--- src/rtl/sft_pkg.sv ---
package sft_pkg;
  localparam int unsigned DIV_W = 6;

  // enable pulses per bit, minus one
  function automatic logic [DIV_W-1:0] div_limit(input logic [1:0] sel);
    case (sel)
      2'd0:    return 6'd0;
      2'd1:    return 6'd15;
      default: return 6'd63;
    endcase
  endfunction
endpackage

--- src/rtl/sft_bit_timer.sv ---
module sft_bit_timer
  import sft_pkg::*;
(
  input  logic       clk_i,
  input  logic       rst_ni,
  input  logic       bit_en_i,
  input  logic [1:0] rate_sel_i,
  output logic       tick_o
);
  logic [DIV_W-1:0] cnt_q;
  logic [DIV_W-1:0] lim;
  logic             wrap;

  assign lim    = div_limit(rate_sel_i);
  assign wrap   = (cnt_q >= lim);
  assign tick_o = bit_en_i && wrap;

  always_ff @(posedge clk_i or negedge rst_ni) begin
    if (!rst_ni) cnt_q <= '0;
    else if (bit_en_i) cnt_q <= wrap ? '0 : cnt_q + 1'b1;
  end
endmodule

--- src/rtl/sft_hold_buf.sv ---
module sft_hold_buf #(
  parameter int unsigned W = 8
) (
  input  logic         clk_i,
  input  logic         rst_ni,
  input  logic         load_i,
  input  logic [W-1:0] data_i,
  input  logic         take_i,
  output logic [W-1:0] data_o,
  output logic         full_o
);
  logic         full_q;
  logic [W-1:0] data_q;

  always_ff @(posedge clk_i or negedge rst_ni) begin
    if (!rst_ni) begin
      full_q <= 1'b0;
      data_q <= '0;
    end else if (take_i) begin
      full_q <= 1'b0;
    end else if (load_i && !full_q) begin
      full_q <= 1'b1;
      data_q <= data_i;
    end
  end

  assign data_o = data_q;
  assign full_o = full_q;
endmodule

--- src/rtl/sft_frame_shift.sv ---
module sft_frame_shift #(
  parameter int unsigned W       = 8,
  parameter int unsigned MIN_LEN = 5,
  parameter int unsigned LEN_W   = 2
) (
  input  logic             clk_i,
  input  logic             rst_ni,
  input  logic             tick_i,
  input  logic             avail_i,
  input  logic [W-1:0]     data_i,
  input  logic [LEN_W-1:0] len_sel_i,
  input  logic             par_en_i,
  input  logic             par_odd_i,
  input  logic             two_stop_i,
  output logic             take_o,
  output logic             txd_o,
  output logic             busy_o
);
  localparam int unsigned FR_W  = W + 4;
  localparam int unsigned CNT_W = $clog2(FR_W + 1);

  logic [CNT_W-1:0] n_bits;
  logic [CNT_W-1:0] f_len;
  logic [W-1:0]     dmask;
  logic             par_bit;
  logic [FR_W-1:0]  frame;
  logic [FR_W-1:0]  sr_q;
  logic [CNT_W-1:0] left_q;
  logic             busy_q;
  logic             last;

  assign n_bits = CNT_W'(MIN_LEN) + CNT_W'(len_sel_i);

  for (genvar g = 0; g < W; g++) begin : g_mask
    assign dmask[g] = (CNT_W'(g) < n_bits) ? data_i[g] : 1'b0;
  end

  assign par_bit = (^dmask) ^ par_odd_i;
  assign f_len   = n_bits + CNT_W'(2) + CNT_W'(par_en_i) + CNT_W'(two_stop_i);

  always_comb begin
    frame    = '1;
    frame[0] = 1'b0;
    for (int i = 0; i < W; i++) begin
      if (CNT_W'(i) < n_bits) frame[i+1] = data_i[i];
    end
    if (par_en_i) frame[n_bits + 1'b1] = par_bit;
  end

  assign last   = busy_q && (left_q == CNT_W'(1));
  assign take_o = tick_i && avail_i && (!busy_q || last);

  always_ff @(posedge clk_i or negedge rst_ni) begin
    if (!rst_ni) begin
      sr_q   <= '1;
      left_q <= '0;
      busy_q <= 1'b0;
    end else if (take_o) begin
      sr_q   <= frame;
      left_q <= f_len;
      busy_q <= 1'b1;
    end else if (tick_i && busy_q) begin
      if (last) begin
        sr_q   <= '1;
        left_q <= '0;
        busy_q <= 1'b0;
      end else begin
        sr_q   <= {1'b1, sr_q[FR_W-1:1]};
        left_q <= left_q - 1'b1;
      end
    end
  end

  assign txd_o  = sr_q[0];
  assign busy_o = busy_q;
endmodule

--- src/rtl/serial_frame_tx.sv ---
module serial_frame_tx #(
  parameter  int unsigned CHAR_W  = 8,
  parameter  int unsigned MIN_LEN = 5,
  localparam int unsigned LEN_W   = $clog2(CHAR_W - MIN_LEN + 1)
) (
  input  logic              clk_i,
  input  logic              rst_ni,
  input  logic              bit_en_i,
  input  logic [1:0]        rate_sel_i,
  input  logic [CHAR_W-1:0] char_i,
  input  logic              load_i,
  input  logic [LEN_W-1:0]  len_sel_i,
  input  logic              par_en_i,
  input  logic              par_odd_i,
  input  logic              two_stop_i,
  input  logic              tx_en_i,
  output logic              txd_o,
  output logic              tx_rdy_o,
  output logic              tx_empty_o
);
  logic              tick;
  logic              take;
  logic              full;
  logic              busy;
  logic [CHAR_W-1:0] held;

  sft_bit_timer u_timer (
    .clk_i      (clk_i),
    .rst_ni     (rst_ni),
    .bit_en_i   (bit_en_i),
    .rate_sel_i (rate_sel_i),
    .tick_o     (tick)
  );

  sft_hold_buf #(.W(CHAR_W)) u_hold (
    .clk_i  (clk_i),
    .rst_ni (rst_ni),
    .load_i (load_i),
    .data_i (char_i),
    .take_i (take),
    .data_o (held),
    .full_o (full)
  );

  sft_frame_shift #(.W(CHAR_W), .MIN_LEN(MIN_LEN), .LEN_W(LEN_W)) u_shift (
    .clk_i      (clk_i),
    .rst_ni     (rst_ni),
    .tick_i     (tick),
    .avail_i    (full && tx_en_i),
    .data_i     (held),
    .len_sel_i  (len_sel_i),
    .par_en_i   (par_en_i),
    .par_odd_i  (par_odd_i),
    .two_stop_i (two_stop_i),
    .take_o     (take),
    .txd_o      (txd_o),
    .busy_o     (busy)
  );

  assign tx_rdy_o   = !full;
  assign tx_empty_o = !busy;
endmodule

--- config.mk ---
export PLATFORM = sky130hd
export DESIGN_NAME = serial_frame_tx
export DESIGN_NICKNAME = d
export VERILOG_FILES = /design/src/rtl/sft_pkg.sv /design/src/rtl/sft_bit_timer.sv /design/src/rtl/sft_hold_buf.sv /design/src/rtl/sft_frame_shift.sv /design/src/rtl/serial_frame_tx.sv
export SDC_FILE = /design/constraint.sdc
export NUM_CORES = 1
export LEC_CHECK = 0
export BUFFER_PORTS_ARGS = -buffer_cell sky130_fd_sc_hd__buf_2
export CAP_MARGIN = 30
export CORE_MARGIN = 2
export CORE_UTILIZATION = 25
export DETAILED_ROUTE_END_ITERATION = 8
export HOLD_SLACK_MARGIN = 0.05
export SLEW_MARGIN = 25
export SYNTH_ARGS = -nofsm -noshare
export SYNTH_HDL_FRONTEND = slang
export SYNTH_SLANG_ARGS = --single-unit
--- constraint.sdc ---
create_clock -name clk_i -period 4.9 [get_ports clk_i]
set_input_delay 0.49 -clock clk_i [delete_from_list [all_inputs] [get_ports clk_i]]
set_output_delay 0.49 -clock clk_i [all_outputs]
set_load 0.01 [all_outputs]
==> metrics <==
Pwr Density=542 nW/um2; Post-Syn Area=2050 um2; port bufs=22; fin cells=336; Cell Int Power=0.000819 W; share of the clock period used by the worst path=49.7%; share of layout cells above drive strength 1=22.5%; max-cap violation count=0; core area=8090 um2; Setup TNS Final=0 ps; Rel. slew slack=50.3%; Post-synth EDFFs=0; final worst slack=2460 ps; Routability Congestion=0.807; dominant synthesized flop cell=dfrtp_1; antenna diode instance count=0; Comb pwr share=43.4%; post-DR wirelength/cell=12.7 um; Worst VDD drop=330 uV; hold buffers post-CTS=0; Inst Count DP=328; Slew Viols, Final=0; initial drt markers=100; yosys warns=0; Num CTS Buffers=5; Static Leak=1.05 nW; first-pass GRT wire length=7560 um; critical path peak fanout=21; hold crit path type=in -> async; chip width=94.5 um; drt drc=0; Netlist cell types=50; Mapped Nets=246; Hold Violations, Final=0; Arr. time, crit path=2620 ps; most common cell after layout, fill and taps aside=buf_2; commonest cells after routing, fill and taps aside=22 x buf_2, 20 x dfrtp_1, 17 x nor2_1; Detail Route Antenna Nets=0; net load switching power=0.000455 W; ys async rst share=100%; Final nets=267; Worst Skew=3.60 ps; #FFs+latches synth=32; switch share=35.7%; clk_lat worst skew=280 ps; area delta synth->final=14.6%; sequential share of the synthesized area=39.8%; total overflow reported by the global router=0; Initial Utilization=25.3%; crit path time final=2440 ps; Place WS=2270 ps; post-cts resize count=0; fmax=0.411 GHz; CTS Root Cell=clkbuf_8; routed wire length=4270 um; largest net degree at the start of global routing=33; initial antenna violation count=0; crit path launch type=register; drt pass-1 iters=4; Post-CTS Setup Repair Bufs=0; # setup viols final=0; Vert. Die Dim=94.5 um; clock sink count=32; Crit. End Element=register; Clock Power Share=16.7%; # rows=33; TritonCTS clock tree=built; Via-to-Cell Ratio=4.62; CTS Buffer Depth=2; RSZ-0062 raised after global routing=false; CTS H-tree depth=2; gr usage total=10.8%; clock slew at the register clock pins of the worst setup and hold paths=70 ps; DP HPWL=3100 um; vias=1552; I/O Pins=23; vias in the first global route=1557; status=finished clean; Slew @ Worst Pin=745 ps; total die area=8940 um2; worst path required time=5090 ps; kind of critical path=reg -> reg; mean post-synth cell area=9.81 um2; Seq pwr share=39.9%; Post-Syn Instances=209
==> kinds of logic after synthesis <==
family	count (synthesis)	synth area share, %
fa+ha+maj	17	10.7
buf+inv	24	4.88
mux	11	5.92
xor+xnor	12	6.53
flops	32	39.8
simple gates	70	17.0
compound gates	43	15.1
==> worst paths after layout <==
kind / depth (start not counted) / end / slack (ps) / startpoint
max in group asynchronous: 1 / u_shift.left_q[3]$_DFFE_PN0P_ / 4190 / rst_ni
max: 8 / u_shift.sr_q[6]$_DFFE_PN1P_ / 2460 / u_shift.left_q[1]$_DFFE_PN0P_
max reg2reg: 8 / u_shift.sr_q[6]$_DFFE_PN1P_ / 2460 / u_shift.left_q[1]$_DFFE_PN0P_
min in group clk_i: 3 / u_hold.full_o$_DFFE_PN0P_ / 430 / load_i
min: 1 / u_timer.cnt_q[2]$_DFFE_PN0P_ / 250 / rst_ni
min reg2reg: 2 / u_shift.sr_q[9]$_DFFE_PN1P_ / 500 / u_shift.sr_q[9]$_DFFE_PN1P_
==> power groups by stage <==
stage | combinational [W] | clock [W] | sequential [W]
2_1_floorplan | 0.000448 | 0 | 0.000488
3_3_place_gp | 0.000542 | 0 | 0.000510
3_5_place_dp | 0.000556 | 0 | 0.000512
4_1_cts | 0.000557 | 0.000219 | 0.000509
5_1_grt | 0.000619 | 0.000231 | 0.000529
6_report | 0.000553 | 0.000212 | 0.000508
==> final cells by class <==
cell class	count	area (um2)
Sequential cell	32	816
Inverter	14	52.6
Fill cell	886	5740
Clock buffer	8	90.1
Tap cell	105	131
Timing Repair Buffer	24	125
Multi-Input combinational cell	153	1130
==> cell usage after synthesis, drive strengths merged, types with 4 or more instances <==
master	instances	area (um2)
nand3	5	25.0
nor2b	4	25.0
a21oi	4	20.0
ha	16	200
nor3	13	65.1
a31oi	5	31.3
dfrtp	20	500
inv	14	52.6
o21ai	7	35.0
and3	5	31.3
nand2	13	48.8
dfstp	12	315
mux2	9	101
xnor2	8	70.1
o31ai	8	60.1
nor2	17	63.8
buf	7	36.3
==> routing by layer <==
layer	share of wire, %	track usage (%)	vias to the layer above
li1	-	-	796
met1	50	14.7	728
met2	45	16.6	23
met3	4.3	3.19	5
met4	1.0	3.26	0
met5	0	0	-
==> sequential cells by signal (all words and copies together), names as in the netlist <==
name            count
u_shift.sr_q       12
u_shift.left_q      4
u_timer.cnt_q       6
u_shift.busy_o      1
u_hold.full_o       1
u_hold.data_o       8
==> metrics by stage <==
step | hold WS (ps) | instance area, um2 | util [%] | power, W
6_report | 251 | 2350 | 29.0 | 0.00127
5_1_grt | 319 | 2350 | 29.0 | 0.00138
4_1_cts | 286 | 2350 | 29.0 | 0.00128
3_5_place_dp | 492 | 2260 | 27.9 | 0.00107
3_3_place_gp | 475 | 2260 | 27.9 | 0.00105
2_1_floorplan | 194 | 2050 | - | 0.000936
==> critical path: stages, from the launching register on <==
cell	delay, ps
dfrtp_1	380
inv_1	120
ha_1	180
nor3b_1	190
buf_4	240
o2111a_1	200
and3_1	650
o21ai_0	210
o32ai_1	160
Note: power is estimated with default switching activity, not from simulation.
